File: src/rtl/cosmask_pkg.sv
package cosmask_pkg;

  // Write strobes handed from control to datapath
  typedef struct packed {
    logic wrOuter;  // commit wrMask into the outer bank
    logic wrInner;  // commit wrMask into the inner bank
  } cmStrobe_t;

  typedef enum logic {
    ACC_DATA = 1'b0,
    ACC_CODE = 1'b1
  } accKind_e;

endpackage

File: src/rtl/cosmask_ctrl.sv
module cosmask_ctrl
  import cosmask_pkg::*;
#(
  parameter int MASK_W        = 8,
  parameter int OUTER_ENTRIES = 16,
  parameter int INNER_ENTRIES = 8
) (
  input  logic                             clk,
  input  logic                             rstN,
  input  logic                             wrEn,
  input  logic                             wrOuter,
  input  logic [$clog2(OUTER_ENTRIES)-1:0] wrIdx,
  input  logic [MASK_W-1:0]                wrMask,
  input  logic                             modeWrEn,
  input  logic                             modeSplit,
  output cmStrobe_t                        stb,
  output logic                             wrErr,
  output logic                             splitQ
);
  localparam int IDX_W = $clog2(OUTER_ENTRIES);

  logic [MASK_W:0] maskExt;
  logic [MASK_W:0] filled;
  logic [MASK_W:0] carried;
  logic            maskOk;
  logic            idxOk;
  logic            accept;
  logic            reject;

  // Fill below the lowest one, add one: a single run leaves no overlap
  always_comb begin
    maskExt = {1'b0, wrMask};
    filled  = maskExt | (maskExt - 1'b1);
    carried = filled + 1'b1;
    maskOk  = (wrMask != '0) && ((carried & maskExt) == '0);
  end

  assign idxOk  = wrOuter || ({1'b0, wrIdx} < (IDX_W+1)'(INNER_ENTRIES));
  assign accept = wrEn && maskOk && idxOk;
  assign reject = wrEn && !(maskOk && idxOk);

  // Index 0 is the locked default: legal writes to it are silently dropped
  assign stb.wrOuter = accept && wrOuter  && (wrIdx != '0);
  assign stb.wrInner = accept && !wrOuter && (wrIdx != '0);

  always_ff @(posedge clk or negedge rstN) begin
    if (!rstN) begin
      wrErr  <= 1'b0;
      splitQ <= 1'b0;
    end else begin
      wrErr <= reject;
      if (modeWrEn) splitQ <= modeSplit;
    end
  end


  errNeedsWrite_chk: assert property (@(posedge clk) disable iff (!rstN)
    wrErr |-> $past(wrEn));


  lockedIdx_chk: assert property (@(posedge clk) disable iff (!rstN)
    (stb.wrOuter || stb.wrInner) |-> (wrIdx != '0));


  modeFollows_chk: assert property (@(posedge clk) disable iff (!rstN)
    $past(modeWrEn) |-> (splitQ == $past(modeSplit)));

endmodule

File: src/rtl/cosmask_dp.sv
module cosmask_dp
  import cosmask_pkg::*;
#(
  parameter int MASK_W        = 8,
  parameter int OUTER_ENTRIES = 16,
  parameter int INNER_ENTRIES = 8,
  parameter int COS_W         = 5
) (
  input  logic                             clk,
  input  logic                             rstN,
  input  cmStrobe_t                        stb,
  input  logic [$clog2(OUTER_ENTRIES)-1:0] wrIdx,
  input  logic [MASK_W-1:0]                wrMask,
  input  logic                             splitQ,
  input  logic                             rdOuter,
  input  logic [$clog2(OUTER_ENTRIES)-1:0] rdIdx,
  output logic [MASK_W-1:0]                rdMask,
  input  logic [COS_W-1:0]                 lkCos,
  input  logic                             lkOuter,
  input  logic                             lkCode,
  output logic [MASK_W-1:0]                lkMask
);
  localparam int               IDX_W    = $clog2(OUTER_ENTRIES);
  localparam int               IN_W     = $clog2(INNER_ENTRIES);
  localparam logic [MASK_W-1:0] DEF_MASK = {MASK_W{1'b1}};
  localparam logic [COS_W:0]   OUT_LIM  = (COS_W+1)'(OUTER_ENTRIES);
  localparam logic [COS_W:0]   HALF_LIM = (COS_W+1)'(OUTER_ENTRIES / 2);
  localparam logic [COS_W:0]   IN_LIM   = (COS_W+1)'(INNER_ENTRIES);

  logic [MASK_W-1:0] outerQ [OUTER_ENTRIES];
  logic [MASK_W-1:0] innerQ [INNER_ENTRIES];

  // Entry 0 of each bank is a constant default; the rest are writable
  for (genvar i = 0; i < OUTER_ENTRIES; i++) begin : gOuter
    if (i == 0) begin : gLock
      assign outerQ[i] = DEF_MASK;
    end else begin : gReg
      always_ff @(posedge clk or negedge rstN) begin
        if (!rstN)                                  outerQ[i] <= DEF_MASK;
        else if (stb.wrOuter && wrIdx == IDX_W'(i)) outerQ[i] <= wrMask;
      end
    end
  end

  for (genvar j = 0; j < INNER_ENTRIES; j++) begin : gInner
    if (j == 0) begin : gLock
      assign innerQ[j] = DEF_MASK;
    end else begin : gReg
      always_ff @(posedge clk or negedge rstN) begin
        if (!rstN)                                  innerQ[j] <= DEF_MASK;
        else if (stb.wrInner && wrIdx == IDX_W'(j)) innerQ[j] <= wrMask;
      end
    end
  end

  logic [COS_W:0]    cosExt;
  logic [MASK_W-1:0] lkNext;
  logic [MASK_W-1:0] rdNext;

  assign cosExt = {1'b0, lkCos};

  always_comb begin
    lkNext = DEF_MASK;
    if (lkCos != '0) begin
      if (lkOuter) begin
        if (splitQ) begin
          if (cosExt < HALF_LIM) lkNext = outerQ[{lkCos[IDX_W-2:0], lkCode}];
        end else if (cosExt < OUT_LIM) begin
          lkNext = outerQ[lkCos[IDX_W-1:0]];
        end
      end else if (cosExt < IN_LIM) begin
        lkNext = innerQ[lkCos[IN_W-1:0]];
      end
    end
  end

  always_comb begin
    if (rdOuter)                                          rdNext = outerQ[rdIdx];
    else if ({1'b0, rdIdx} < (IDX_W+1)'(INNER_ENTRIES))   rdNext = innerQ[rdIdx[IN_W-1:0]];
    else                                                  rdNext = DEF_MASK;
  end

  always_ff @(posedge clk or negedge rstN) begin
    if (!rstN) begin
      lkMask <= DEF_MASK;
      rdMask <= DEF_MASK;
    end else begin
      lkMask <= lkNext;
      rdMask <= rdNext;
    end
  end


  oneBank_chk: assert property (@(posedge clk) disable iff (!rstN)
    $onehot0({stb.wrOuter, stb.wrInner}));


  noZeroMask_chk: assert property (@(posedge clk) disable iff (!rstN)
    (lkMask != '0) && (rdMask != '0));


  cosZeroDefault_chk: assert property (@(posedge clk) disable iff (!rstN)
    ($past(lkCos) == '0) |-> (lkMask == DEF_MASK));


  outerBeyond_chk: assert property (@(posedge clk) disable iff (!rstN)
    $past(lkOuter && !splitQ && (cosExt >= OUT_LIM)) |-> (lkMask == DEF_MASK));


  splitBeyond_chk: assert property (@(posedge clk) disable iff (!rstN)
    $past(lkOuter && splitQ && (cosExt >= HALF_LIM)) |-> (lkMask == DEF_MASK));

endmodule

File: src/rtl/cosmask_table.sv
module cosmask_table
  import cosmask_pkg::*;
#(
  parameter int MASK_W        = 8,
  parameter int OUTER_ENTRIES = 16,
  parameter int INNER_ENTRIES = 8,
  parameter int COS_W         = 5
) (
  input  logic                             clk,
  input  logic                             rstN,
  input  logic                             wrEn,
  input  logic                             wrOuter,
  input  logic [$clog2(OUTER_ENTRIES)-1:0] wrIdx,
  input  logic [MASK_W-1:0]                wrMask,
  input  logic                             modeWrEn,
  input  logic                             modeSplit,
  input  logic                             rdOuter,
  input  logic [$clog2(OUTER_ENTRIES)-1:0] rdIdx,
  output logic [MASK_W-1:0]                rdMask,
  input  logic [COS_W-1:0]                 lkCos,
  input  logic                             lkOuter,
  input  logic                             lkCode,
  output logic [MASK_W-1:0]                lkMask,
  output logic                             wrErr,
  output logic                             splitActive
);
  cmStrobe_t stb;
  logic      splitQ;

  cosmask_ctrl #(
    .MASK_W(MASK_W), .OUTER_ENTRIES(OUTER_ENTRIES), .INNER_ENTRIES(INNER_ENTRIES)
  ) uCtrl (
    .clk(clk), .rstN(rstN), .wrEn(wrEn), .wrOuter(wrOuter), .wrIdx(wrIdx),
    .wrMask(wrMask), .modeWrEn(modeWrEn), .modeSplit(modeSplit),
    .stb(stb), .wrErr(wrErr), .splitQ(splitQ)
  );

  cosmask_dp #(
    .MASK_W(MASK_W), .OUTER_ENTRIES(OUTER_ENTRIES), .INNER_ENTRIES(INNER_ENTRIES),
    .COS_W(COS_W)
  ) uDp (
    .clk(clk), .rstN(rstN), .stb(stb), .wrIdx(wrIdx), .wrMask(wrMask),
    .splitQ(splitQ), .rdOuter(rdOuter), .rdIdx(rdIdx), .rdMask(rdMask),
    .lkCos(lkCos), .lkOuter(lkOuter), .lkCode(lkCode), .lkMask(lkMask)
  );

  assign splitActive = splitQ;

endmodule

File: config.mk
export PLATFORM = sky130hd
export DESIGN_NAME = cosmask_table
export DESIGN_NICKNAME = d
export VERILOG_FILES = /design/src/rtl/cosmask_pkg.sv /design/src/rtl/cosmask_ctrl.sv /design/src/rtl/cosmask_dp.sv /design/src/rtl/cosmask_table.sv
export SDC_FILE = /design/constraint.sdc
export NUM_CORES = 1
export LEC_CHECK = 0
export CAP_MARGIN = 20
export CORE_MARGIN = 1.5
export CORE_UTILIZATION = 44
export DETAILED_ROUTE_END_ITERATION = 6
export PLACE_DENSITY_LB_ADDON = 0.12
export RECOVER_POWER = 25
export REMOVE_ABC_BUFFERS = 1
export SLEW_MARGIN = 20
export SYNTH_ARGS = -nofsm -noshare
export SYNTH_HDL_FRONTEND = slang
export SYNTH_SLANG_ARGS = --single-unit
File: constraint.sdc
create_clock -name clk -period 1.8 [get_ports clk]
set_input_delay 0.27 -clock clk [delete_from_list [all_inputs] [get_ports clk]]
set_output_delay 0.27 -clock clk [all_outputs]
set_load 0.05 [all_outputs]
==> summary.md <==
| Metric | Value |
|---|---|
| Synth area leader | dfstp_2 |
| Final #Nets | 1,082 |
| Vias in the first global route | 8,962 |
| M3 GR Usage | 6.62% |
| IO buf count | 47 |
| RSZ-0062 raised after global routing | true |
| Ys async rst share | 100% |
| Crit start category | input port |
| Post-route DRC | 0 |
| Worst-Skew Late Latency | 0.46 ns |
| Area Overhead vs Synth | 25.8% |
| Die area | 29,200 µm² |
| Largest net degree at the start of global routing | 52 |
| Die Y | 171 µm |
| Top Family by Delay on Critical Path | simple AND/OR/NAND/NOR gates |
| CP max stage delay | 0.43 ns |
| Relative slew slack | 8.44% |
| TritonCTS clock tree | yes |
| Pins over their slew limit | 0 |
| Worst Max-Slew Pin Slew | 1.37 ns |
| Cts bufs inserted | 17 |
| Syn avg cell area | 14.4 µm² |
| Post-synth EDFFs | 0 |
| Multi-input gate area | 7050 µm² |
| Wire per inst | 27.3 µm |
| # setup viols final | 181 |
| Share of cells above drive strength 1 | 71.8% |
| Synth top area cells | dfstp_2, mux2_4, mux4_2 |
| Remaining antenna violation count | 0 |
| Syn Inst Count | 862 |
| Flops & latches, synth | 194 |
| Num rows | 61 |
| Vias per cell | 6.00 |
| P_leak | 6.35 nW |
| Bufs and invs on worst path | 5 |
| Hold buffer count at cts | 0 |
| Total track usage | 28.3% |
| Hold Fails Final Rpt | 0 |
| Post-Route Skew | 0.0120 ns |
| Initial drt markers | 674 |
| Required @ worst endpoint | 2.18 ns |
| Seq/Total Area, Yosys | 41.1% |
| Yosys warning total | 0 |
| Die width | 171 µm |
| Gr busiest metal | met2 |
| Core Box Area | 27,700 µm² |
| Top cells by count, synth | dfstp_2, mux2_4, mux4_2 |
| Min Tclk post-route | 2.17 ns |
| Initial Utilization | 44.7% |
| Max VDD drop | 0.654 mV |
| Initial antenna violation count | 1 |
| H-Tree Depth | 4 |
| I/O pin cnt | 48 |
| Most common cell in the netlist | dfstp_2 |
| Hpwl dp | 28.3 mm |
| Synth Flop Type | dfstp_2 |
| Fin worst setup slack | -0.367 ns |
| Setup crit end kind | register |
| Final Instance Area | 15,600 µm² |
| CTS Root Cell | clkbuf_16 |
| First-pass GRT wire length | 59.1 mm |
| Critical path peak fanout | 8 |
| Vias | 8,666 |
| Power Density | 669 nW/µm² |
| Slowest CP cell | or4_4 |
| Netlist cell types | 54 |
| Failing checks | setup timing |
| CP Class | in2reg |
| Placement Setup Slack | -1.50 ns |
| Final WL | 39.4 mm |
| Max-cap violations | 0 |
| Sequential cell area | 5090 µm² |
| Grt total ovfl | 0 |
| M1 GR Usage | 39.5% |
| Top-area cell type share of the netlist area | 40.7% |
| Post-DP Area | 14,400 µm² |
| CP arrival | 2.55 ns |
| GR Layer Usage met2 | 44.1% |
| Worst hold path type | in2reg |
| Number of detailed-route iterations in the first pass | 5 |
| Clk buf depth | 2 |
| Worst path cell trace | buf_6 -> buf_8 -> or4_4 -> or4_4 -> a21o_1 -> o211ai_4 -> buf_12 -> buf_6 -> nor3_4 -> buf_12 -> mux2_4 |
| Fmax achieved | 461 MHz |
| FILL cells | 2,245 |
| # clock sinks | 194 |
| Tcrit/Tclk final | 120% |
| Clock transition at path regs | 0.08 ns |
| Run status | complete, but fails checks |
| Synthesized area | 12,400 µm² |
| RD Place Congestion | 0.906 |
| Design Power | 0.0104 W |
[area by class of cell]
type / count / share of cell area, %
diodes: 1 / 0.0161
clock buffers: 17 / 2.73
clock inverters: 15 / 1.05
inverters: 6 / 0.145
multi-input cells: 589 / 45.2
flip-flops and latches: 194 / 32.7
well taps: 378 / 3.04
repair buffers: 244 / 15.1
[timing repair]
item,4_1_cts,5_1_grt
hold endpoints to repair,0,0
pin swaps,23,13
cloned,1,0
endpoints found under the setup margin,185,185
buffers inserted,21,11
resized for setup,52,19
[metal layers]
| layer | routed length [µm] | share of wire [%] | vias up |
|---|---|---|---|
| met5 | 0 | 0 | - |
| li1 | - | - | 3721 |
| met2 | 18400 | 47 | 269 |
| met4 | 758 | 1.9 | 0 |
| met1 | 17700 | 45 | 4629 |
| met3 | 2510 | 6.4 | 47 |
[stage by stage]
| step | hold slack [ns] | cells | utilization (%) | setup TNS [ns] |
|---|---|---|---|---|
| floorplan | -0.0256 | 789 | - | -137.42 |
| CTS | 0.0809 | 1432 | 55.2 | -57.92 |
| global route | 0.229 | 1444 | 56.2 | -58.45 |
| global placement | 0.553 | 1380 | 51.9 | -230.30 |
| finish | 0.239 | 1444 | 56.2 | -52.62 |
| detailed placement | 0.568 | 1380 | 51.9 | -233.76 |
[flip-flops by register name (all words and copies together), names as in the netlist]
register and cells:
uDp.outerQ 120, uDp.lkMask 8, uDp.innerQ 56, uDp.rdMask 8, uCtrl.wrErr 1, uCtrl.splitQ 1
[power breakdown]
group	total, W	internal, W	switching (W)
registers	0.00473	0.00461	0.000114
clock network	0.00389	0.00187	0.00203
logic	0.00180	0.000813	0.000985
total	0.0104	0.00729	0.00313
[worst paths after layout]
kind                                  endpoint  depth (start not counted)            from  slack [ns]
worst max-delay path            uDp.outerQ[92]                         11       wrMask[6]       -0.37
worst min-delay path            uDp.outerQ[21]                          3       wrMask[5]        0.24
min in group asynchronous       uDp.innerQ[46]                          1            rstN        0.66
max in group asynchronous       uDp.innerQ[39]                          2            rstN        0.47
worst min register to register    uCtrl.splitQ                          1    uCtrl.splitQ        0.62
worst max register to register   uDp.lkMask[3]                          6  uDp.outerQ[91]       -0.10
[cell usage in the layout (no fill, tap or decap), types with 3 or more instances in the layout]
cell / Yosys / final
dfstp_2: 192 / 192
buf_4: 2 / 165
mux2_4: 152 / 160
mux4_2: 90 / 90
mux2i_1: 46 / 46
nor2_1: 43 / 42
a21oi_1: 40 / 40
buf_12: 2 / 33
a211oi_1: 30 / 28
mux2_2: 25 / 25
nor3_4: 19 / 20
nand2_1: 19 / 19
nor2b_1: 19 / 17
clkbuf_16: 0 / 17
buf_6: 0 / 15
o21ai_0: 13 / 13
clkdlybuf4s50_1: 0 / 13
nand2b_1: 9 / 9
nand3_1: 10 / 9
o211ai_1: 7 / 7
buf_2: 17 / 7
inv_1: 6 / 6
nor3_1: 5 / 5
inv_6: 0 / 5
a31oi_1: 4 / 4
o41ai_2: 0 / 4
clkinv_8: 0 / 4
dlygate4sd2_1: 0 / 4
o221ai_1: 4 / 3
a2bb2oi_1: 4 / 3
inv_8: 0 / 3
[worst reg2reg max path: stages (launching register included)]
cell	delay, ns
dfstp_2	0.56
nor2b_1	0.19
a211oi_1	0.07
o41ai_2	0.40
a21oi_1	0.11
a211oi_2	0.34
buf_4	0.17
[cell families (layout without fill, tap and decap cells)]
kind of cell	after synthesis	after routing	share of synthesized area, %
flip-flops	194	194	41.1
AO/OA/AOI/OAI	124	124	6.80
other	0	1	0
buffers and inverters	79	282	2.89
AND/OR/NAND/NOR	144	144	7.64
multiplexers	321	321	41.5
Note: power is estimated with default switching activity, not from simulation.
